===== src/rtl/ipb_pkg.sv =====
`timescale 1ns/1ps
package ipb_pkg;
   typedef enum logic [2:0] {
      ST_IDLE,
      ST_APH,
      ST_DPH1,
      ST_DPHW,
      ST_HOLD
   } mst_state_e;

   localparam logic [3:0] CMD_MEM_RD = 4'b0110;
   localparam logic [3:0] CMD_MEM_WR = 4'b0111;
endpackage


===== src/rtl/ipb_cfg_bank.sv =====
`timescale 1ns/1ps
module ipb_cfg_bank #(
   parameter int ROM_SECTIONS = 8,
   parameter int TOP_W        = 4
) (
   input  logic                    clk,
   input  logic                    rst_n,
   input  logic                    cfg_we,
   input  logic [1:0]              cfg_sel,
   input  logic [7:0]              cfg_wdata,
   output logic [3:0]              low_en,
   output logic [TOP_W-1:0]        isa_top,
   output logic [ROM_SECTIONS-1:0] rom_en
);
   if (ROM_SECTIONS > 8) begin : g_bad_rom
      $error("ROM_SECTIONS must fit in one configuration byte");
   end
   if (TOP_W > 8) begin : g_bad_top
      $error("TOP_W must fit in one configuration byte");
   end

   always_ff @(posedge clk or negedge rst_n) begin
      if (!rst_n) begin
         low_en  <= '0;
         isa_top <= '0;
         rom_en  <= '0;
      end else if (cfg_we) begin
         case (cfg_sel)
            2'd0:    low_en  <= cfg_wdata[3:0];
            2'd1:    isa_top <= cfg_wdata[TOP_W-1:0];
            2'd2:    rom_en  <= cfg_wdata[ROM_SECTIONS-1:0];
            default: ;
         endcase
      end
   end
endmodule


===== src/rtl/ipb_region_dec.sv =====
`timescale 1ns/1ps
module ipb_region_dec #(
   parameter int ADDR_W       = 24,
   parameter int ROM_SECTIONS = 8
) (
   input  logic [ADDR_W-1:0]       addr,
   input  logic [3:0]              low_en,
   input  logic [ADDR_W-21:0]      isa_top,
   input  logic [ROM_SECTIONS-1:0] rom_en,
   output logic                    fwd
);
   localparam int KB       = 1024;
   localparam int SEC_SIZE = (128 * KB) / ROM_SECTIONS;
   localparam logic [ADDR_W-1:0] B512 = ADDR_W'(512 * KB);
   localparam logic [ADDR_W-1:0] B640 = ADDR_W'(640 * KB);
   localparam logic [ADDR_W-1:0] B768 = ADDR_W'(768 * KB);
   localparam logic [ADDR_W-1:0] B896 = ADDR_W'(896 * KB);
   localparam logic [ADDR_W-1:0] B960 = ADDR_W'(960 * KB);

   if (ADDR_W != 24) begin : g_bad_aw
      $error("ADDR_W must be 24 for the legacy map");
   end
   if (SEC_SIZE * ROM_SECTIONS != 128 * KB) begin : g_bad_sec
      $error("ROM_SECTIONS must divide the 128 KB window evenly");
   end

   logic [ROM_SECTIONS-1:0] rom_hit;
   for (genvar g = 0; g < ROM_SECTIONS; g++) begin : g_rom
      localparam logic [ADDR_W-1:0] SLO = ADDR_W'(768 * KB + g * SEC_SIZE);
      localparam logic [ADDR_W-1:0] SHI = ADDR_W'(768 * KB + (g + 1) * SEC_SIZE);
      assign rom_hit[g] = rom_en[g] && (addr >= SLO) && (addr < SHI);
   end

   logic [ADDR_W-21:0] mb;
   assign mb = addr[ADDR_W-1:20];

   always_comb begin
      if (mb != '0)          fwd = !(mb <= isa_top);
      else if (addr < B512)  fwd = low_en[0];
      else if (addr < B640)  fwd = low_en[1];
      else if (addr < B768)  fwd = low_en[2];
      else if (addr < B896)  fwd = |rom_hit;
      else if (addr < B960)  fwd = low_en[3];
      else                   fwd = 1'b1;
   end
endmodule


===== src/rtl/ipb_strobe_sync.sv =====
`timescale 1ns/1ps
module ipb_strobe_sync #(
   parameter int STAGES = 0
) (
   input  logic clk,
   input  logic rst_n,
   input  logic memr_n,
   input  logic memw_n,
   output logic rd_act,
   output logic wr_act
);
   if (STAGES == 0) begin : g_direct
      assign rd_act = !memr_n;
      assign wr_act = !memw_n;
   end else begin : g_sync
      logic [STAGES-1:0] r_q, w_q;
      always_ff @(posedge clk or negedge rst_n) begin
         if (!rst_n) begin
            r_q <= '1;
            w_q <= '1;
         end else begin
            r_q[0] <= memr_n;
            w_q[0] <= memw_n;
            for (int i = 1; i < STAGES; i++) begin
               r_q[i] <= r_q[i-1];
               w_q[i] <= w_q[i-1];
            end
         end
      end
      assign rd_act = !r_q[STAGES-1];
      assign wr_act = !w_q[STAGES-1];
   end
endmodule


===== src/rtl/ipb_pci_master.sv =====
`timescale 1ns/1ps
module ipb_pci_master
   import ipb_pkg::*;
#(
   parameter int ADDR_W      = 24,
   parameter int ISA_DW      = 16,
   parameter int PCI_DW      = 32,
   parameter int ABORT_EDGES = 5
) (
   input  logic              clk,
   input  logic              rst_n,
   input  logic              gnt,
   input  logic              rd_act,
   input  logic              wr_act,
   input  logic              fwd,
   input  logic [ADDR_W-1:0] addr,
   input  logic              sbhe_n,
   input  logic [ISA_DW-1:0] wdata,
   input  logic [PCI_DW-1:0] ad_in,
   input  logic              trdy_n,
   input  logic              devsel_n,
   output logic [PCI_DW-1:0] ad_out,
   output logic              ad_oe,
   output logic [3:0]        cbe_n,
   output logic              cbe_oe,
   output logic              par,
   output logic              par_oe,
   output logic              frame_n,
   output logic              irdy_n,
   output logic [ISA_DW-1:0] rdata,
   output logic              isa_rdy
);
   localparam int CNT_W = $clog2(ABORT_EDGES + 1);

   if (PCI_DW != 2 * ISA_DW) begin : g_bad_dw
      $error("PCI_DW must be twice ISA_DW");
   end
   if (ABORT_EDGES < 2) begin : g_bad_ab
      $error("ABORT_EDGES must be at least 2");
   end

   mst_state_e        st;
   logic [PCI_DW-1:0] ad_q;
   logic [3:0]        cbe_q, be_q;
   logic              ad_oe_q, cbe_oe_q, par_q, par_oe_q;
   logic              wr_q, hi_q, seen_q;
   logic [ISA_DW-1:0] wd_q;
   logic [CNT_W-1:0]  cnt_q;

   logic       stb, go;
   logic [1:0] be_pair;
   logic [3:0] be_lanes;

   assign stb      = rd_act | wr_act;
   assign go       = (st == ST_IDLE) && stb && fwd && gnt;
   assign be_pair  = {!sbhe_n, !addr[0]};
   assign be_lanes = addr[1] ? {be_pair, 2'b00} : {2'b00, be_pair};

   always_ff @(posedge clk or negedge rst_n) begin
      if (!rst_n) begin
         st       <= ST_IDLE;
         ad_q     <= '0;
         cbe_q    <= 4'hF;
         be_q     <= '0;
         ad_oe_q  <= 1'b0;
         cbe_oe_q <= 1'b0;
         par_q    <= 1'b0;
         par_oe_q <= 1'b0;
         frame_n  <= 1'b1;
         irdy_n   <= 1'b1;
         wr_q     <= 1'b0;
         hi_q     <= 1'b0;
         seen_q   <= 1'b0;
         wd_q     <= '0;
         cnt_q    <= '0;
         rdata    <= '0;
      end else begin
         par_q    <= ^{ad_q, cbe_q};
         par_oe_q <= ad_oe_q;
         unique case (st)
            ST_IDLE: begin
               if (go) begin
                  st       <= ST_APH;
                  frame_n  <= 1'b0;
                  ad_q     <= {{(PCI_DW-ADDR_W){1'b0}}, addr[ADDR_W-1:2], 2'b00};
                  cbe_q    <= wr_act ? CMD_MEM_WR : CMD_MEM_RD;
                  ad_oe_q  <= 1'b1;
                  cbe_oe_q <= 1'b1;
                  wr_q     <= wr_act;
                  hi_q     <= addr[1];
                  be_q     <= be_lanes;
                  wd_q     <= wdata;
               end
            end
            ST_APH: begin
               st      <= ST_DPH1;
               irdy_n  <= 1'b0;
               cbe_q   <= ~be_q;
               ad_oe_q <= wr_q;
               cnt_q   <= '0;
               seen_q  <= 1'b0;
               if (wr_q) ad_q <= hi_q ? {wd_q, {ISA_DW{1'b0}}} : {{ISA_DW{1'b0}}, wd_q};
            end
            ST_DPH1, ST_DPHW: begin
               frame_n <= 1'b1;
               cnt_q   <= cnt_q + 1'b1;
               if (!devsel_n) seen_q <= 1'b1;
               if (!trdy_n || (devsel_n && !seen_q && cnt_q == CNT_W'(ABORT_EDGES - 1))) begin
                  st       <= ST_HOLD;
                  irdy_n   <= 1'b1;
                  ad_oe_q  <= 1'b0;
                  cbe_oe_q <= 1'b0;
                  if (!wr_q) rdata <= !trdy_n ? (hi_q ? ad_in[PCI_DW-1:ISA_DW] : ad_in[ISA_DW-1:0])
                                              : '1;
               end else begin
                  st <= ST_DPHW;
               end
            end
            ST_HOLD: if (!stb) st <= ST_IDLE;
            default: st <= ST_IDLE;
         endcase
      end
   end

   assign ad_out  = ad_q;
   assign cbe_n   = cbe_q;
   assign par     = par_q;
   assign ad_oe   = ad_oe_q & gnt;
   assign cbe_oe  = cbe_oe_q & gnt;
   assign par_oe  = par_oe_q & gnt;
   assign isa_rdy = !(stb && fwd && st != ST_HOLD);
endmodule


===== src/rtl/isa_pci_membridge.sv =====
`timescale 1ns/1ps
module isa_pci_membridge #(
   parameter int ADDR_W       = 24,
   parameter int ISA_DW       = 16,
   parameter int PCI_DW       = 32,
   parameter int ROM_SECTIONS = 8,
   parameter int ABORT_EDGES  = 5,
   parameter int SYNC_STAGES  = 0
) (
   input  logic              clk,
   input  logic              rst_n,
   input  logic              cfg_we,
   input  logic [1:0]        cfg_sel,
   input  logic [7:0]        cfg_wdata,
   input  logic              isa_memr_n,
   input  logic              isa_memw_n,
   input  logic              isa_sbhe_n,
   input  logic [ADDR_W-1:0] isa_addr,
   input  logic [ISA_DW-1:0] isa_wdata,
   output logic [ISA_DW-1:0] isa_rdata,
   output logic              isa_rdy,
   input  logic              pci_gnt,
   output logic [PCI_DW-1:0] pci_ad_out,
   input  logic [PCI_DW-1:0] pci_ad_in,
   output logic              pci_ad_oe,
   output logic [3:0]        pci_cbe_n,
   output logic              pci_cbe_oe,
   output logic              pci_par,
   output logic              pci_par_oe,
   output logic              pci_frame_n,
   output logic              pci_irdy_n,
   input  logic              pci_trdy_n,
   input  logic              pci_devsel_n
);
   localparam int TOP_W = ADDR_W - 20;

   logic [3:0]              low_en;
   logic [TOP_W-1:0]        isa_top;
   logic [ROM_SECTIONS-1:0] rom_en;
   logic                    fwd, rd_act, wr_act;

   ipb_cfg_bank #(.ROM_SECTIONS(ROM_SECTIONS), .TOP_W(TOP_W)) u_cfg (
      .clk(clk), .rst_n(rst_n), .cfg_we(cfg_we), .cfg_sel(cfg_sel),
      .cfg_wdata(cfg_wdata), .low_en(low_en), .isa_top(isa_top), .rom_en(rom_en)
   );

   ipb_region_dec #(.ADDR_W(ADDR_W), .ROM_SECTIONS(ROM_SECTIONS)) u_dec (
      .addr(isa_addr), .low_en(low_en), .isa_top(isa_top), .rom_en(rom_en), .fwd(fwd)
   );

   ipb_strobe_sync #(.STAGES(SYNC_STAGES)) u_sync (
      .clk(clk), .rst_n(rst_n), .memr_n(isa_memr_n), .memw_n(isa_memw_n),
      .rd_act(rd_act), .wr_act(wr_act)
   );

   ipb_pci_master #(
      .ADDR_W(ADDR_W), .ISA_DW(ISA_DW), .PCI_DW(PCI_DW), .ABORT_EDGES(ABORT_EDGES)
   ) u_mst (
      .clk(clk), .rst_n(rst_n), .gnt(pci_gnt), .rd_act(rd_act), .wr_act(wr_act),
      .fwd(fwd), .addr(isa_addr), .sbhe_n(isa_sbhe_n), .wdata(isa_wdata),
      .ad_in(pci_ad_in), .trdy_n(pci_trdy_n), .devsel_n(pci_devsel_n),
      .ad_out(pci_ad_out), .ad_oe(pci_ad_oe), .cbe_n(pci_cbe_n), .cbe_oe(pci_cbe_oe),
      .par(pci_par), .par_oe(pci_par_oe), .frame_n(pci_frame_n), .irdy_n(pci_irdy_n),
      .rdata(isa_rdata), .isa_rdy(isa_rdy)
   );
endmodule


===== config.mk =====
export PLATFORM = sky130hd
export DESIGN_NAME = isa_pci_membridge
export DESIGN_NICKNAME = d
export VERILOG_FILES = /design/src/rtl/ipb_pkg.sv /design/src/rtl/ipb_cfg_bank.sv /design/src/rtl/ipb_region_dec.sv /design/src/rtl/ipb_strobe_sync.sv /design/src/rtl/ipb_pci_master.sv /design/src/rtl/isa_pci_membridge.sv
export SDC_FILE = /design/constraint.sdc
export NUM_CORES = 1
export LEC_CHECK = 0
export ABC_AREA = 1
export BUFFER_PORTS_ARGS = -buffer_cell sky130_fd_sc_hd__buf_2
export CAP_MARGIN = 20
export CORE_AREA = 2 2 100 102
export CTS_CLUSTER_SIZE = 12
export DETAILED_ROUTE_END_ITERATION = 8
export DIE_AREA = 0 0 102 104
export PLACE_DENSITY = 0.84
export SYNTH_ARGS = -nofsm -noshare
export SYNTH_HDL_FRONTEND = slang
export SYNTH_SLANG_ARGS = --single-unit

===== constraint.sdc =====
create_clock -name clk -period 3.6 [get_ports clk]
set_clock_uncertainty 0.15 [all_clocks]
set_input_delay 0.54 -clock clk [delete_from_list [all_inputs] [get_ports clk]]
set_output_delay 0.54 -clock clk [all_outputs]
set_load 0.1 [all_outputs]

# Word-level counts from Yosys, hierarchy flattened

Index checks and enable logic that the tools add are counted.

Logic and storage cells: 146
Register bits: 103

$add $sub $neg: 1
Mux-type cells: 31
Eq/ne operators: 13
Reduce and logical (&&, ||, !) cells: 55
Bitwise gates (word level): 6
Order comparisons: 21

Operators with widths:

| operator             | count |
|---|---|
| $lt 24x20->1 const B | 12 |
| $ge 24x20->1 const B | 8 |
| $mux 32              | 3 |
| $pmux 32 s2          | 1 |
| $reduce_xor 36->1    | 1 |
| $mux 16              | 2 |
| $logic_and 1x1->1    | 23 |
| $reduce_and 2->1     | 9 |
| $mux 1               | 12 |
| $pmux 3 s4           | 1 |
| $reduce_and 3->1     | 4 |
| $mux 3               | 3 |
| $logic_not 1->1      | 8 |
| $mux 4               | 2 |
| $pmux 1 s2           | 4 |
| $pmux 4 s2           | 1 |
| $reduce_or 8->1      | 1 |
| $eq 3x2->1 const B   | 2 |
| $eq 3x3->1 const B   | 2 |
| $ne 2x1->1 const B   | 3 |
| $pmux 3 s2           | 1 |
| $reduce_bool 2->1    | 3 |
| $le 4x4->1           | 1 |
| $ne 2x2->1 const B   | 2 |
| 16 further kinds     | 18 |

# Logic depth before layout (Yosys ltp)

Gate-level depths: netlist of run 1.

Depth after elaboration: 13
Mapped depth: 19
Mapped depth without buffers: 18

# Cells and area by module

A second synthesis of run 1 with hierarchy kept.

Cell total of the unflattened synthesis: 813
Area, all modules: 5878.1 µm²

Modules (own cells, without submodules):

| module          | times used | cells an instance | area an instance (µm²) | seq. area each (µm²) |
|---|---|---|---|---|
| ipb_pci_master  | 1          | 646               | 4712.0                 | 2184.6 |
| ipb_cfg_bank    | 1          | 73                | 665.6                  | 400.4 |
| ipb_region_dec  | 1          | 92                | 493.0                  | 0.0 |
| ipb_strobe_sync | 1          | 2                 | 7.5                    | 0.0 |

# Worst setup path before layout of run 1

OpenSTA, ideal clock, no wires.

Path type: input -> output
Start: input port isa_addr[23]
End: output port isa_rdy
Stages: 12
Data required time: 2.910 ns
Slack: 0.601 ns
Arrival time: 2.309 ns
Cell sequence: nor2_2 > nand2_2 > a21oi_2 > nand3b_1 > nand3_1 > nor2_1 > nand2_1 > nand2_1 > nand2_1 > nand2_1 > nand2_2 > o211ai_1

Cells in the longest elaborated chain, start to end: 12
Elaborated cells on any way between the ends: 49

RTL lines:

| item                              | line                    | text |
|---|---|---|
| start: declaration                | isa_pci_membridge.sv:18 | `input logic [ADDR_W-1:0] isa_addr,` |
| $ge 24x20->1                      | ipb_region_dec.sv:31    | `assign rom_hit[g] = rom_en[g] && (addr >= SLO) && (addr < SHI);` |
| $logic_and 1x1->1 (2 in series)   | ipb_region_dec.sv:31    |  |
| $reduce_or 8->1                   | ipb_region_dec.sv:42    | `else if (addr < B896) fwd = \|rom_hit;` |
| $mux 1                            | ipb_region_dec.sv:42    |  |
| $mux 1                            | ipb_region_dec.sv:41    | `else if (addr < B768) fwd = low_en[2];` |
| $mux 1                            | ipb_region_dec.sv:40    | `else if (addr < B640) fwd = low_en[1];` |
| $mux 1                            | ipb_region_dec.sv:39    | `else if (addr < B512) fwd = low_en[0];` |
| $mux 1 *                          | ipb_region_dec.sv:38    | `if (mb != '0) fwd = !(mb <= isa_top);` |
| $logic_and 1x1->1 * (2 in series) | ipb_pci_master.sv:131   | `assign isa_rdy = !(stb && fwd && st != ST_HOLD);` |
| $logic_not 1->1 *                 | ipb_pci_master.sv:131   |  |
| end: declaration                  | isa_pci_membridge.sv:21 | `output logic isa_rdy,` |

Mark *: on every way between the ends. The rest lies on a longest branch, timed or not.

# Worst setup path in the final report of run 1

Start: input port isa_addr[21]
End: output port isa_rdy

The elaborated chain is that of the path after synthesis.

==> results.md, run 1 <==
- Outcome: completed
- Cts hold-fix bufs: 0
- R2r endpoint: u_mst.ad_out[18]
- Total track usage: a little over a quarter
- Global-route wire length before repair: around 22000 µm
- Post-synthesis sequential area ratio: around half
- Post-synth EDFFs: 0
- Avg Vias per Cell: roughly 5.4
- Max Freq: approximately 320 MHz
- CP startpoint kind: input pin
- Routed WL: between 10000 and 15000 µm
- Clock latency on the worst-skew pair: approximately 350 ps
- Routability Congestion: 0.877
- Worst path arrival time: 2450 ps
- Crit. Startpoint: isa_addr[21]
- Antenna violations before repair: 0
- Yosys top cell area share: between 40% and 50%
- HPWL Detailed: between 10000 and 15000 µm
- Final cell count without fillers: 914
- Die Wd: a little over 100 µm
- Clock Sink Count: slightly above 100
- WL/cell: ~15 µm
- Fin crit share: between 80% and 90%
- Synth Cell Area: roughly 5200 µm²
- Worst setup margin: 459 ps
- DRC: 0
- Initial DRT Pass Iterations: 5
- CP Data Required Time: ~2900 ps
- Ranking of synthesized cells by area: dfrtp_1 46%, nand2_1 13%, xnor2_1 4.9%
- Library cells used by synthesis: 34
- Placed Cells incl. Taps: roughly 900
- Mean cell area of the mapped netlist: 8.19 µm²
- Diode count: 0
- Vias: 4902
- Placement Setup Slack: approximately 500 ps
- Fin nets: roughly 870
- Slew HR: 49.3%
- Syn Nets: 735
- Crit end category: output port
- R2R depth: 11
- Max-slew violations: 0
- Post-CTS Repair Setup Buffers: 0
- CTS max path bufs: 2
- Ys flop type: dfrtp_1
- Vias in the first global route: roughly 4700
- Die Span Y: between 100 and 150 µm
- Cells after Synth: 638
- Antenna-violating nets left: 0
- Yosys warning total: 0
- DR iter-0 viols: 288
- Clock transition at path regs: about 90 ps
- CTS tree: built
- Final setup vio count: 0
- Max_cap viols: 0
- Share of cells above drive strength 1: about a quarter
- Worst Setup Path Type: input pin to output port
- End of the critical path: isa_rdy
- Port Buffers: between 100 and 150
- Root buf cell: clkbuf_8
- # rows: 36
- Post_cts resized: 0
- GR Overflow Total: 0
- H-tree depth: 3
- Area leader, netlist: dfrtp_1
- Initial Utilization: 54.7%
- RSZ-0062 raised after global routing: false
- Critical R2R Launch: u_cfg.isa_top[3]
- Min Tclk post-route: ~3100 ps
- Die ar.: 10600 µm²
- Slew @ Worst Pin: between 700 and 800 ps
- Synth-to-layout area growth: 19.6%
- FF-to-FF setup slack: 1050 ps
- Worst Hold Class: input pin to asynchronous set/reset pin
- Final Hold Fails: 0
- Ys async rst share: between 90% and 100%
- Crit-path max FO: 7
- I/O pin count: 150
- Synth Register Bits: 103
- Setup tns final: 0 ps
- Pin count of the biggest net entering global routing: between 50 and 60
- Placeable Area: approximately 9500 µm²
- Num CTS Buffers: 9
worst max-delay path, cell delays in order:
cell      delay (ps)
buf_2            120
inv_1             70
nand2_1           80
nor2_2           250
nand3_1          170
nand4_1          140
nand3_1           80
nor2_1           100
nand2_1           70
nand2_1           50
nand2_1           40
nand2_1           80
nand2_2           80
o211ai_1         110
buf_2            460
cells in the final DEF (no fill, tap or decap), types with 2 or more instances in the layout:
| cell type | instances |
|---|---|
| dfstp_2 | 6 |
| clkinvlp_4 | 2 |
| nand2_1 | 181 |
| nand3_1 | 49 |
| clkbuf_8 | 9 |
| o21a_1 | 2 |
| inv_2 | 4 |
| buf_2 | 148 |
| nand4_1 | 6 |
| mux2_2 | 3 |
| dfrtp_1 | 97 |
| nor2_1 | 47 |
| buf_4 | 7 |
| nand2_4 | 2 |
| ha_1 | 6 |
| a31oi_1 | 16 |
| inv_1 | 51 |
| nand3b_1 | 2 |
| nand2_2 | 3 |
| xor2_1 | 7 |
| o22ai_1 | 10 |
| xnor2_1 | 29 |
| o211ai_1 | 2 |
| o21ai_0 | 42 |
| a21oi_1 | 31 |
| nor2_2 | 5 |
| clkbuf_1 | 2 |
metrics by stage:
stage	hold WS (ps)	cell area, µm²	utilization [%]
after floorplan	94.4	5220	-
after global placement	266	6060	63.4
after detailed placement	274	6060	63.4
after CTS	68.7	6250	65.4
after global routing	87.1	6250	65.4
final	43.0	6250	65.4
layout make-up:
cell class / count / area [µm²]
clock inverters: 5 / 58.8
repair buffers: 156 / 813
inverters: 55 / 206
flip-flops and latches: 103 / 2580
multi-input cells: 451 / 2290
well taps: 133 / 166
fillers: 863 / 3300
clock buffers: 11 / 131
layer usage:
layer	vias up	track usage (%)	wire length, µm
met3	22	4.50	847
li1	2344	-	-
met4	0	7.71	258
met1	2336	36.3	5760
met2	200	42.5	6720
met5	-	0	0
synthesized netlist by cell type, types with 2 or more instances:
cell	instances
clkbuf_1	18
inv_2	4
nand4_1	6
o21a_1	2
a21oi_1	31
buf_4	3
nand2_1	181
dfrtp_1	97
nand3b_1	2
xor2_1	7
o21ai_0	42
xnor2_1	29
ha_1	6
mux2_2	3
nand2_2	3
dfstp_2	6
inv_1	51
buf_6	3
nand2_4	2
nor2_1	48
buf_2	5
o211ai_1	2
a31oi_1	16
nor2_2	4
o22ai_1	10
nand3_1	49
state kept, by name, summed over array words and instances, names as in the netlist, 3 cells and up:
name	count
u_mst.cbe_n	4
u_mst.st	3
u_mst.rdata	16
u_cfg.isa_top	4
u_cfg.low_en	4
u_mst.ad_out	32
u_cfg.rom_en	8
u_mst.wd_q	16
u_mst.be_q	4
u_mst.cnt_q	3
kinds of logic (layout without fill, tap and decap cells):
family,after synthesis,after routing,share of synthesized area [%]
buffers and inverters,84,227,6.80
adder cells (fa/ha/maj),6,6,1.44
XOR/XNOR,36,36,6.04
multiplexers,4,4,0.838
AO/OA/AOI/OAI,107,107,11.4
AND/OR/NAND/NOR,298,298,24.0
flip-flops,103,103,49.5
worst min-delay path by stage:
stage                             start                to  slack [ps]  depth (start not counted)
after floorplan                   rst_n  u_cfg.isa_top[0]          90                          0
after global placement    u_mst.be_q[3]    u_mst.cbe_n[3]         270                          1
after detailed placement  u_mst.ad_oe_q    u_mst.par_oe_q         270                          0
after CTS                         rst_n         u_mst.par          70                          1
after global routing              rst_n   u_cfg.rom_en[4]          90                          1
final                             rst_n   u_cfg.rom_en[4]          40                          1
Power of run 1 is left out: the tool's default activity adds up to more than one toggle a clock period on the data nets, which glitch-free logic cannot reach.
==> inputs of run 2 (changes only) <==
- PLACE_DENSITY: 0.84 -> 0.86
==> results.md, run 2 (synthesis results as in run 1) <==
- Outcome: completed (unchanged)
- Worst setup margin: 377 ps (was 459 ps)
- Global-route wire length before repair: 22600 µm (was 22200 µm)
- Fin nets: 873 (unchanged)
- Share of cells above drive strength 1: 25.1% (was 25.0%)
- Max FFs per register: 32 (unchanged)
- Final setup vio count: 0 (unchanged)
- Worst Setup Path Type: input pin to output port (unchanged)
- Initial Utilization: 54.7% (unchanged)
- Post_cts resized: 0 (unchanged)
- Vias: 4930 (was 4902)
- I/O pin count: 150 (unchanged)
- Max_cap viols: 0 (unchanged)
- H-tree depth: 3 (unchanged)
- Die Span Y: 104 µm (unchanged)
- WL/cell: 15.1 µm (was 14.9 µm)
- Vias in the first global route: 4747 (was 4685)
- Worst Hold Class: input pin to asynchronous set/reset pin (unchanged)
- CTS max path bufs: 2 (unchanged)
- Slew @ Worst Pin: 776 ps (was 760 ps)
- Slowest Stage Delay on Critical Path: 490 ps (was 460 ps)
- Port Buffers: 149 (unchanged)
- Pin count of the biggest net entering global routing: 55 (was 56)
- GR Overflow Total: 0 (unchanged)
- DR iter-0 viols: 357 (was 288)
- Final Hold Fails: 0 (unchanged)
- Antenna violations before repair: 0 (unchanged)
- Crit-path cells: buf_2, inv_1, nand2_1, nor2_2, nand3_1, o211ai_1, nand3_1, nand2_1, nand2_1, nand2_1, nand2_1, nand2_1, nand2_2, o211ai_1, buf_2 (was buf_2, inv_1, nand2_1, nor2_2, nand3_1, nand4_1, nand3_1, nor2_1, nand2_1, nand2_1, nand2_1, nand2_1, nand2_2, o211ai_1, buf_2)
- Setup tns final: 0 ps (unchanged)
- Root buf cell: clkbuf_8 (unchanged)
- Clock latency on the worst-skew pair: 370 ps (was 350 ps)
- Min Tclk post-route: 3220 ps (was 3140 ps)
- Avg Vias per Cell: 5.39 (was 5.36)
- Synth-to-layout area growth: 19.2% (was 19.6%)
- Slew HR: 48.2% (was 49.3%)
- Diode count: 0 (unchanged)
- Routability Congestion: 0.876 (was 0.877)
- Routed WL: 13800 µm (was 13600 µm)
- CTS tree: built (unchanged)
- Crit end category: output port (unchanged)
- Initial DRT Pass Iterations: 6 (was 5)
- Crit-path max FO: 7 (unchanged)
- Cts hold-fix bufs: 0 (unchanged)
- Total track usage: 26.6% (was 26.2%)
- Clock transition at path regs: 100 ps (was 90 ps)
- Commonest non-fill, non-tap cell in the layout: nand2_1 (unchanged)
- FF-to-FF setup slack: 760 ps (was 1050 ps)
- DRC: 0 (unchanged)
- HPWL Detailed: 10500 µm (was 10200 µm)
- Max Freq: 310 MHz (was 318 MHz)
- Crit-path slowest cell: buf_2 (unchanged)
- Die ar.: 10600 µm² (unchanged)
- Placement Setup Slack: 310 ps (was 499 ps)
- Commonest cells after routing, fill and taps aside: 181 x nand2_1, 148 x buf_2, 97 x dfrtp_1, 51 x inv_1, 49 x nand3_1 (unchanged)
- Worst path arrival time: 2530 ps (was 2450 ps)
- Max-slew violations: 0 (unchanged)
- Die Wd: 102 µm (unchanged)
- RSZ-0062 raised after global routing: false (unchanged)
- Post-CTS Repair Setup Buffers: 0 (unchanged)
- CP Data Required Time: 2910 ps (about the same)
- Num CTS Buffers: 9 (unchanged)
- Fin crit share: 89.5% (was 87.2%)
- Placeable Area: 9550 µm² (unchanged)
- # rows: 36 (unchanged)
- Most Frequent Cell on Critical Path: nand2_1 (unchanged)
- Antenna-violating nets left: 0 (unchanged)
- Clock Sink Count: 103 (unchanged)
- CP startpoint kind: input pin (unchanged)
==> run 2: path summary, 6_finish.rpt <==
kind                                  start              end  depth (start not counted)
hold / removal                        rst_n   u_mst.par_oe_q                          1
max in group asynchronous             rst_n   u_mst.cbe_n[0]                          2
setup reg to reg           u_cfg.isa_top[1]  u_mst.ad_out[4]                         11
min in group clk               cfg_wdata[4]  u_cfg.rom_en[4]                          2
setup / recovery               isa_addr[23]          isa_rdy                         15
hold reg to reg               u_mst.be_q[3]   u_mst.cbe_n[3]                          1
==> run 2: metal layers <==
metal	part of all wire, %	GRT usage (%)	vias to the layer above	routed length (µm)
met1	42	36.9	2312	5820
met2	50	43.9	239	6860
met3	6.3	4.57	27	867
met5	0	0	-	0
li1	-	-	2352	-
met4	1.8	6.00	0	246
==> run 2: cell type report <==
| type | instances | area [µm²] |
|---|---|---|
| Tap cell | 133 | 166 |
| Clock buffer | 10 | 128 |
| Sequential cell | 103 | 2580 |
| Inverter | 55 | 206 |
| Multi-Input combinational cell | 451 | 2290 |
| Fill cell | 847 | 3320 |
| Clock inverter | 6 | 53.8 |
| Timing Repair Buffer | 156 | 801 |
==> run 2: per-stage QoR <==
stage	cells	utilization (%)	cell area, µm²	hold slack [ps]
2_1_floorplan	638	-	5220	94.4
3_3_place_gp	898	63.3	6040	264
3_5_place_dp	898	63.3	6040	282
4_1_cts	914	65.2	6230	81.1
5_1_grt	914	65.2	6230	94.8
6_report	914	65.2	6230	59.3
==> run 2: critical path: cells and delay by family <==
kind / cells / cell delay [ps]
AOI/OAI and AO/OA: 2 / 270
and+or+nand+nor: 10 / 1000
buffers and inverters: 3 / 720
Power of run 2 is left out for the same reason.
